<file path="config.mk">
export PLATFORM = sky130hd
export DESIGN_NAME = roulette_ctrl
export DESIGN_NICKNAME = d
export VERILOG_FILES = /design/src/rtl/roulette_pkg.sv /design/src/rtl/roulette_fsm.sv /design/src/rtl/bcd_wrap_counter.sv /design/src/rtl/spin_wheel.sv /design/src/rtl/onehot_dec.sv /design/src/rtl/beep_gen.sv /design/src/rtl/roulette_ctrl.sv
export SDC_FILE = /design/constraint.sdc
export NUM_CORES = 1
export LEC_CHECK = 0
export BUFFER_PORTS_ARGS = -buffer_cell sky130_fd_sc_hd__buf_2
export CORE_ASPECT_RATIO = 1.75
export CORE_MARGIN = 4
export CORE_UTILIZATION = 50
export DETAILED_ROUTE_END_ITERATION = 16
export GPL_TIMING_DRIVEN = 0
export HOLD_SLACK_MARGIN = 0.1
export PLACE_DENSITY = 0.73
export SYNTH_ARGS = -nofsm -noshare
export SYNTH_HDL_FRONTEND = slang
export SYNTH_SLANG_ARGS = --single-unit
</file>
<file path="constraint.sdc">
create_clock -name clk_i -period 3.2 [get_ports clk_i]
set_clock_uncertainty 0.15 [all_clocks]
set_input_delay 0.32 -clock clk_i [delete_from_list [all_inputs] [get_ports clk_i]]
set_output_delay 0.32 -clock clk_i [all_outputs]
set_load 0.03 [all_outputs]
</file>
<file path="src/rtl/roulette_pkg.sv">
package roulette_pkg;
  typedef enum logic [1:0] {
    ST_SHOW  = 2'd0,
    ST_PLAY  = 2'd1,
    ST_LATCH = 2'd2
  } ctrl_state_e;

  typedef struct packed {
    logic [3:0] tens;
    logic [3:0] ones;
  } bcd2_t;

  function automatic logic [6:0] bcd2_to_bin(bcd2_t v);
    return 7'(v.tens) * 7'd10 + 7'(v.ones);
  endfunction
endpackage

</file>
<file path="src/rtl/roulette_fsm.sv">
module roulette_fsm
  import roulette_pkg::*;
(
  input  logic        clk_i,
  input  logic        rst_ni,
  input  logic        sample_i,
  input  logic        button_i,
  output ctrl_state_e state_o
);
  ctrl_state_e state_q, state_d;

  always_comb begin
    state_d = state_q;
    unique case (state_q)
      ST_SHOW:  if (sample_i && button_i)  state_d = ST_PLAY;
      ST_PLAY:  if (sample_i && !button_i) state_d = ST_LATCH;
      ST_LATCH: state_d = ST_SHOW;
      default:  state_d = ST_SHOW;
    endcase
  end

  always_ff @(posedge clk_i or negedge rst_ni)
    if (!rst_ni) state_q <= ST_SHOW;
    else         state_q <= state_d;

  assign state_o = state_q;

  AST_SAMPLE_ONLY: assert property (@(posedge clk_i) disable iff (!rst_ni)
    (state_q != ST_LATCH && !sample_i) |=> $stable(state_q));
  AST_LATCH_ONE: assert property (@(posedge clk_i) disable iff (!rst_ni)
    (state_q == ST_LATCH) |=> (state_q == ST_SHOW));
endmodule

</file>
<file path="src/rtl/bcd_wrap_counter.sv">
module bcd_wrap_counter
  import roulette_pkg::*;
#(
  parameter int unsigned LAST = 36
) (
  input  logic  clk_i,
  input  logic  rst_ni,
  input  logic  en_i,
  output bcd2_t cnt_o
);
  localparam logic [3:0] LAST_T = 4'(LAST / 10);
  localparam logic [3:0] LAST_O = 4'(LAST % 10);

  bcd2_t cnt_q;
  logic  at_last, sync_clr;

  assign at_last  = (cnt_q.tens == LAST_T) && (cnt_q.ones == LAST_O);
  assign sync_clr = en_i && at_last;  // wrap folded into clear path

  always_ff @(posedge clk_i or negedge rst_ni) begin
    if (!rst_ni) cnt_q <= '0;
    else if (sync_clr) cnt_q <= '0;
    else if (en_i) begin
      if (cnt_q.ones == 4'd9) begin
        cnt_q.ones <= 4'd0;
        cnt_q.tens <= cnt_q.tens + 4'd1;
      end else begin
        cnt_q.ones <= cnt_q.ones + 4'd1;
      end
    end
  end

  assign cnt_o = cnt_q;

  AST_BCD_RANGE: assert property (@(posedge clk_i) disable iff (!rst_ni)
    (cnt_q.ones <= 4'd9) && (bcd2_to_bin(cnt_q) <= 7'(LAST)));
  AST_WRAP: assert property (@(posedge clk_i) disable iff (!rst_ni)
    (en_i && bcd2_to_bin(cnt_q) == 7'(LAST)) |=> (cnt_q == '0));
  AST_STEP: assert property (@(posedge clk_i) disable iff (!rst_ni)
    (en_i && bcd2_to_bin(cnt_q) != 7'(LAST)) |=>
      (bcd2_to_bin(cnt_q) == bcd2_to_bin($past(cnt_q)) + 7'd1));
  AST_HOLD: assert property (@(posedge clk_i) disable iff (!rst_ni)
    !en_i |=> $stable(cnt_q));
endmodule

</file>
<file path="src/rtl/spin_wheel.sv">
module spin_wheel #(
  parameter int unsigned N = 37,
  localparam int unsigned W = $clog2(N)
) (
  input  logic         clk_i,
  input  logic         rst_ni,
  input  logic         en_i,
  output logic [W-1:0] pos_o
);
  logic [W-1:0] pos_q;

  always_ff @(posedge clk_i or negedge rst_ni)
    if (!rst_ni) pos_q <= '0;
    else if (en_i) pos_q <= (pos_q == W'(N - 1)) ? '0 : pos_q + W'(1);

  assign pos_o = pos_q;

  AST_WHEEL_RANGE: assert property (@(posedge clk_i) disable iff (!rst_ni)
    pos_q <= W'(N - 1));
endmodule

</file>
<file path="src/rtl/onehot_dec.sv">
module onehot_dec #(
  parameter int unsigned N = 37,
  localparam int unsigned W = $clog2(N)
) (
  input  logic [W-1:0] idx_i,
  output logic [N-1:0] oh_o
);
  for (genvar i = 0; i < N; i++) begin : g_bit
    assign oh_o[i] = (idx_i == W'(i));
  end
endmodule

</file>
<file path="src/rtl/beep_gen.sv">
module beep_gen #(
  parameter int unsigned TICKS = 200,
  localparam int unsigned TW = $clog2(TICKS + 1)
) (
  input  logic clk_i,
  input  logic rst_ni,
  input  logic start_i,
  input  logic sample_i,
  input  logic tone_i,
  output logic beep_o
);
  logic [TW-1:0] timer_q;
  logic          tone_q, active;

  assign active = (timer_q != '0);

  always_ff @(posedge clk_i or negedge rst_ni) begin
    if (!rst_ni) begin
      timer_q <= '0;
      tone_q  <= 1'b0;
    end else begin
      if (start_i) timer_q <= TW'(TICKS);
      else if (sample_i && active) timer_q <= timer_q - TW'(1);
      if (!active) tone_q <= 1'b0;
      else if (tone_i) tone_q <= ~tone_q;
    end
  end

  assign beep_o = tone_q && active;

  AST_BEEP_START: assert property (@(posedge clk_i) disable iff (!rst_ni)
    start_i |=> (timer_q == TW'(TICKS)));
  AST_TIMER_DOWN: assert property (@(posedge clk_i) disable iff (!rst_ni)
    (!start_i && sample_i && active) |=> (timer_q == $past(timer_q) - TW'(1)));
  AST_QUIET_IDLE: assert property (@(posedge clk_i) disable iff (!rst_ni)
    (!start_i && !active) |=> !beep_o);
endmodule

</file>
<file path="src/rtl/roulette_ctrl.sv">
module roulette_ctrl
  import roulette_pkg::*;
#(
  parameter int unsigned NUM_POS    = 37,
  parameter int unsigned BEEP_TICKS = 200
) (
  input  logic               clk_i,
  input  logic               rst_ni,
  input  logic               play_tick_i,
  input  logic               sample_tick_i,
  input  logic               spin_tick_i,
  input  logic               tone_tick_i,
  input  logic               button_i,
  output logic [NUM_POS-1:0] led_o,
  output logic               beep_o
);
  localparam int unsigned W    = $clog2(NUM_POS);
  localparam int unsigned LAST = NUM_POS - 1;

  ctrl_state_e  state;
  bcd2_t        cnt, result_q;
  logic [W-1:0] wheel_pos, led_idx;
  logic         playing;

  assign playing = (state == ST_PLAY);

  roulette_fsm u_fsm (
    .clk_i    (clk_i),
    .rst_ni   (rst_ni),
    .sample_i (sample_tick_i),
    .button_i (button_i),
    .state_o  (state)
  );

  bcd_wrap_counter #(.LAST(LAST)) u_cnt (
    .clk_i  (clk_i),
    .rst_ni (rst_ni),
    .en_i   (play_tick_i && playing),
    .cnt_o  (cnt)
  );

  spin_wheel #(.N(NUM_POS)) u_wheel (
    .clk_i  (clk_i),
    .rst_ni (rst_ni),
    .en_i   (spin_tick_i && playing),
    .pos_o  (wheel_pos)
  );

  always_ff @(posedge clk_i or negedge rst_ni)
    if (!rst_ni) result_q <= '0;
    else if (state == ST_LATCH) result_q <= cnt;

  assign led_idx = playing ? wheel_pos : W'(bcd2_to_bin(result_q));

  onehot_dec #(.N(NUM_POS)) u_dec (
    .idx_i (led_idx),
    .oh_o  (led_o)
  );

  beep_gen #(.TICKS(BEEP_TICKS)) u_beep (
    .clk_i    (clk_i),
    .rst_ni   (rst_ni),
    .start_i  ((state == ST_LATCH) && (cnt == '0)),
    .sample_i (sample_tick_i),
    .tone_i   (tone_tick_i),
    .beep_o   (beep_o)
  );

  AST_LED_ONEHOT: assert property (@(posedge clk_i) disable iff (!rst_ni)
    $countones(led_o) == 1);
  AST_RESULT_HOLD: assert property (@(posedge clk_i) disable iff (!rst_ni)
    (state != ST_LATCH) |=> $stable(result_q));
  AST_NO_PLAY_IDLE: assert property (@(posedge clk_i) disable iff (!rst_ni)
    !playing |=> $stable(cnt));
endmodule

</file>
==> results.py <==
metrics = {
    "status": {
        "status": "finished, final reports clean",
    },
    "floorplanning": {
        "dieHeight_um": 102,
        "initial_core_util_pct": 52.3,
        "die_w_um": 61.5,
        "die_area_um2": 6250,
        "coreArea_um2": 4790,
        "num_rows": 33,
        "pin_count": 45,
    },
    "critical_path": {
        "regToRegStartpoint": "u_beep.timer_q[0]",
        "startpoint": "result_q[5]",
        "cp-end-kind": "primary output",
        "criticalPathCategory": "register to primary output",
        "crit_arrival_ns": 2.63,
        "crit_required_ns": 2.73,
        "start_kind": "register",
        "worstPathMaxFanout": 10,
        "r2r.worst_path.cells": 6,
        "r2r-end": "u_beep.timer_q[6]",
        "cp-endpoint": "led_o[5]",
        "rrSetupSlack_ns": 1.14,
    },
    "clock_network": {
        "clk_pin_slew_ns": 0.07,
        "max-clock-path-buffers": 2,
        "cts_buffers": 5,
        "cts-htree-levels": 2,
        "root_buffer": "clkbuf_8",
        "cts_tree": "built",
        "clock_sinks": 33,
        "clkLatencyLatePin_ns": 0.28,
    },
    "yosys": {
        "synth-seq-cells": 33,
        "syn-num-nets": 295,
        "ys_types": 53,
        "synth_top_cell_by_area": "dfrtp_1",
        "async_reset_ff_share_pct": 100,
        "netlist_area_um2": 2510,
        "syn-instance-count": 275,
        "synth_ff_type": "dfrtp_1",
        "synth_area_leaders": "dfrtp_1, nand2_1, ha_1, nor3b_1, nor3_1",
        "syn_area_per_cell_um2": 9.11,
        "synth-seq-area-share_pct": 33.0,
        "synth_edf_count": 0,
        "netlist.area_leader.share_pct": 33.0,
        "yosysWarnings": 0,
    },
    "global_routing": {
        "grt_max_degree": 34,
        "grt_first_pass_wirelength_mm": 8.98,
        "grt_use_met3_pct": 2.30,
        "grt_util_met1_pct": 19.3,
        "first_global_vias": 2073,
        "top_usage_layer": "met2",
        "overflow": 0,
        "grt_util_all_layers_pct": 18.7,
        "antenna_found_initial": 0,
        "use_met2_pct": 35.2,
    },
    "drt": {
        "first_pass_iters": 5,
        "routedWlPerCell_um": 14.2,
        "totalWireLength_mm": 5.42,
        "vias": 2152,
        "viasPerCell": 5.63,
        "drtAntennaViolNets": 0,
        "drtIter0Drc": 61,
        "drc": 0,
    },
    "finish": {
        "nets": 349,
        "drive_gt1_share_pct": 27.0,
        "diodes": 0,
        "area_growth_pct": 19.0,
        "stdcell_area_um2": 2980,
        "stdcell_count": 382,
    },
    "timing": {
        "fmax_ghz": 0.322,
        "maxSlewViolCount": 0,
        "period_share_pct": 97.0,
        "whs_ns": 0.152,
        "slew_headroom_pct": 50.9,
        "worst_slew_pin_slew_ns": 0.736,
        "finalSetupViolCount": 0,
        "rsz0062_at_grt": "no",
        "hold_violations": 0,
        "period_needed_ns": 3.10,
        "finalSetupTns_ns": 0,
    },
    "placement": {
        "place.gp.congestion": 0.890,
        "dpl-instance-area_um2": 2790,
        "numPlacedInstances": 371,
        "hpwl_mm": 4.22,
        "port_buffers": 44,
    },
    "pwr": {
        "leakagePower_uw": 0.00137,
        "ir_drop_mv": 0.572,
        "p_per_area_nw_per_um2": 902,
    },
    "worst_hold_path": {
        "hp-class": "primary input to register",
        "holdPathStages": 3,
    },
    "flow_run": {
        "max_cap_viol_count": 0,
    },
}
## routing by layer
layer / routed length (um) / up-vias
li1: - / 1097
met1: 2040 / 990
met2: 2990 / 56
met3: 283 / 9
met4: 110 / 0
met5: 0 / -
## metrics by stage
stage | worst slack (ns) | utilization, % | power (uW)
after CTS | 0.00517 | 61.6 | 2670
final | 0.0969 | 62.3 | 2690
after global routing | 0.0108 | 62.3 | 2920
after detailed placement | 0.166 | 58.3 | 2220
after global placement | 0.190 | 58.3 | 2190
after floorplan | 0.128 | - | 1870
## critical path: stages (launching register included)
cell and delay, ns:
dfrtp_2 0.45, ha_1 0.31, ha_1 0.46, a2111oi_4 0.38, a311oi_4 0.11, buf_6 0.19, nor3_1 0.21, buf_2 0.23
## cells in the final DEF (no fill, tap or decap), drive strengths merged, types with 3 or more instances in the layout
cell,Yosys,final
a2111oi,3,3
a21o,4,4
a21oi,8,8
a311oi,3,3
and3,4,4
and3b,3,3
buf,6,52
clkbuf,7,14
dfrtp,33,33
ha,12,12
inv,7,7
mux2i,4,4
nand2,45,45
nand2b,6,6
nand3,8,8
nand4,7,7
nor2,15,15
nor2b,6,6
nor3,27,27
nor3b,14,14
o21ai,15,15
xnor2,8,8
xor2,5,5
## Yosys cell counts, types with 2 or more instances
cell      instances
buf_2             3
mux2_2            2
buf_6             2
xor2_1            5
mux2i_1           3
a22o_1            2
nand2b_1          6
nor2b_1           6
nand4_1           7
xnor2_1           7
ha_1             12
nand3_1           8
nor3_2            9
a311oi_4          2
o31ai_2           2
o21ai_1           4
nor3_1           18
and3_1            4
nor3b_1          13
clkbuf_1          7
or4bb_1           2
nor2_1           15
nand2_1          45
o21ai_0          11
and3b_1           3
nor4_1            2
inv_1             7
a21o_1            4
a211oi_1          2
a21oi_1           7
dfrtp_1          33
## where the power goes
group / total, uW / internal [uW] / switching [uW] / leakage, uW
Sequential: 737 / 572 / 165 / 0.000413
Combinational: 1550 / 567 / 988 / 0.000898
Clock: 400 / 254 / 146 / 0.0000585
## cell type report
cell class              count  area, um2
clock inverters             1       30.0
fillers                   416       1810
clock buffers               7       86.3
multi-input cells         222       1630
repair buffers             47        248
flip-flops and latches     33        827
plain buffers              13       71.3
well taps                  52       65.1
inverters                   7       26.3
## sequential cells by signal (all words and copies together), names as in the netlist
name,flops
u_beep.timer_q,8
u_fsm.state_o,2
u_wheel.pos_o,6
u_cnt.cnt_o,8
result_q,8
u_beep.tone_q,1
## cell families (layout without fill, tap and decap cells)
kind of cell / count (synthesis) / after routing / synth area share (%)
AO/OA/AOI/OAI: 41 / 41 / 13.6
XOR/XNOR: 15 / 15 / 7.24
adder cells (fa/ha/maj): 13 / 13 / 6.79
buffers and inverters: 20 / 75 / 3.89
flip-flops: 33 / 33 / 33.0
multiplexers: 6 / 6 / 2.65
AND/OR/NAND/NOR: 147 / 147 / 32.9
## timing repair
item / in CTS / in global routing
setup buffers: 1 / 1
endpoints found under the setup margin: 30 / 30
gates cloned: 0 / 0
gates resized for setup: 4 / 5
endpoints found under the hold margin: 33 / 0
hold buffers: 1 / 0
pin swaps: 2 / 3
## worst min path at each step
stage | startpoint | slack (ns) | end
3_5_place_dp | rst_ni | 0.27 | u_cnt.cnt_o[6]
3_3_place_gp | rst_ni | 0.27 | u_cnt.cnt_o[4]
6_report | tone_tick_i | 0.15 | u_beep.tone_q
2_1_floorplan | rst_ni | -0.13 | result_q[0]
4_1_cts | tone_tick_i | 0.15 | u_beep.tone_q
5_1_grt | tone_tick_i | 0.16 | u_beep.tone_q
(Power assumes the default switching activity.)
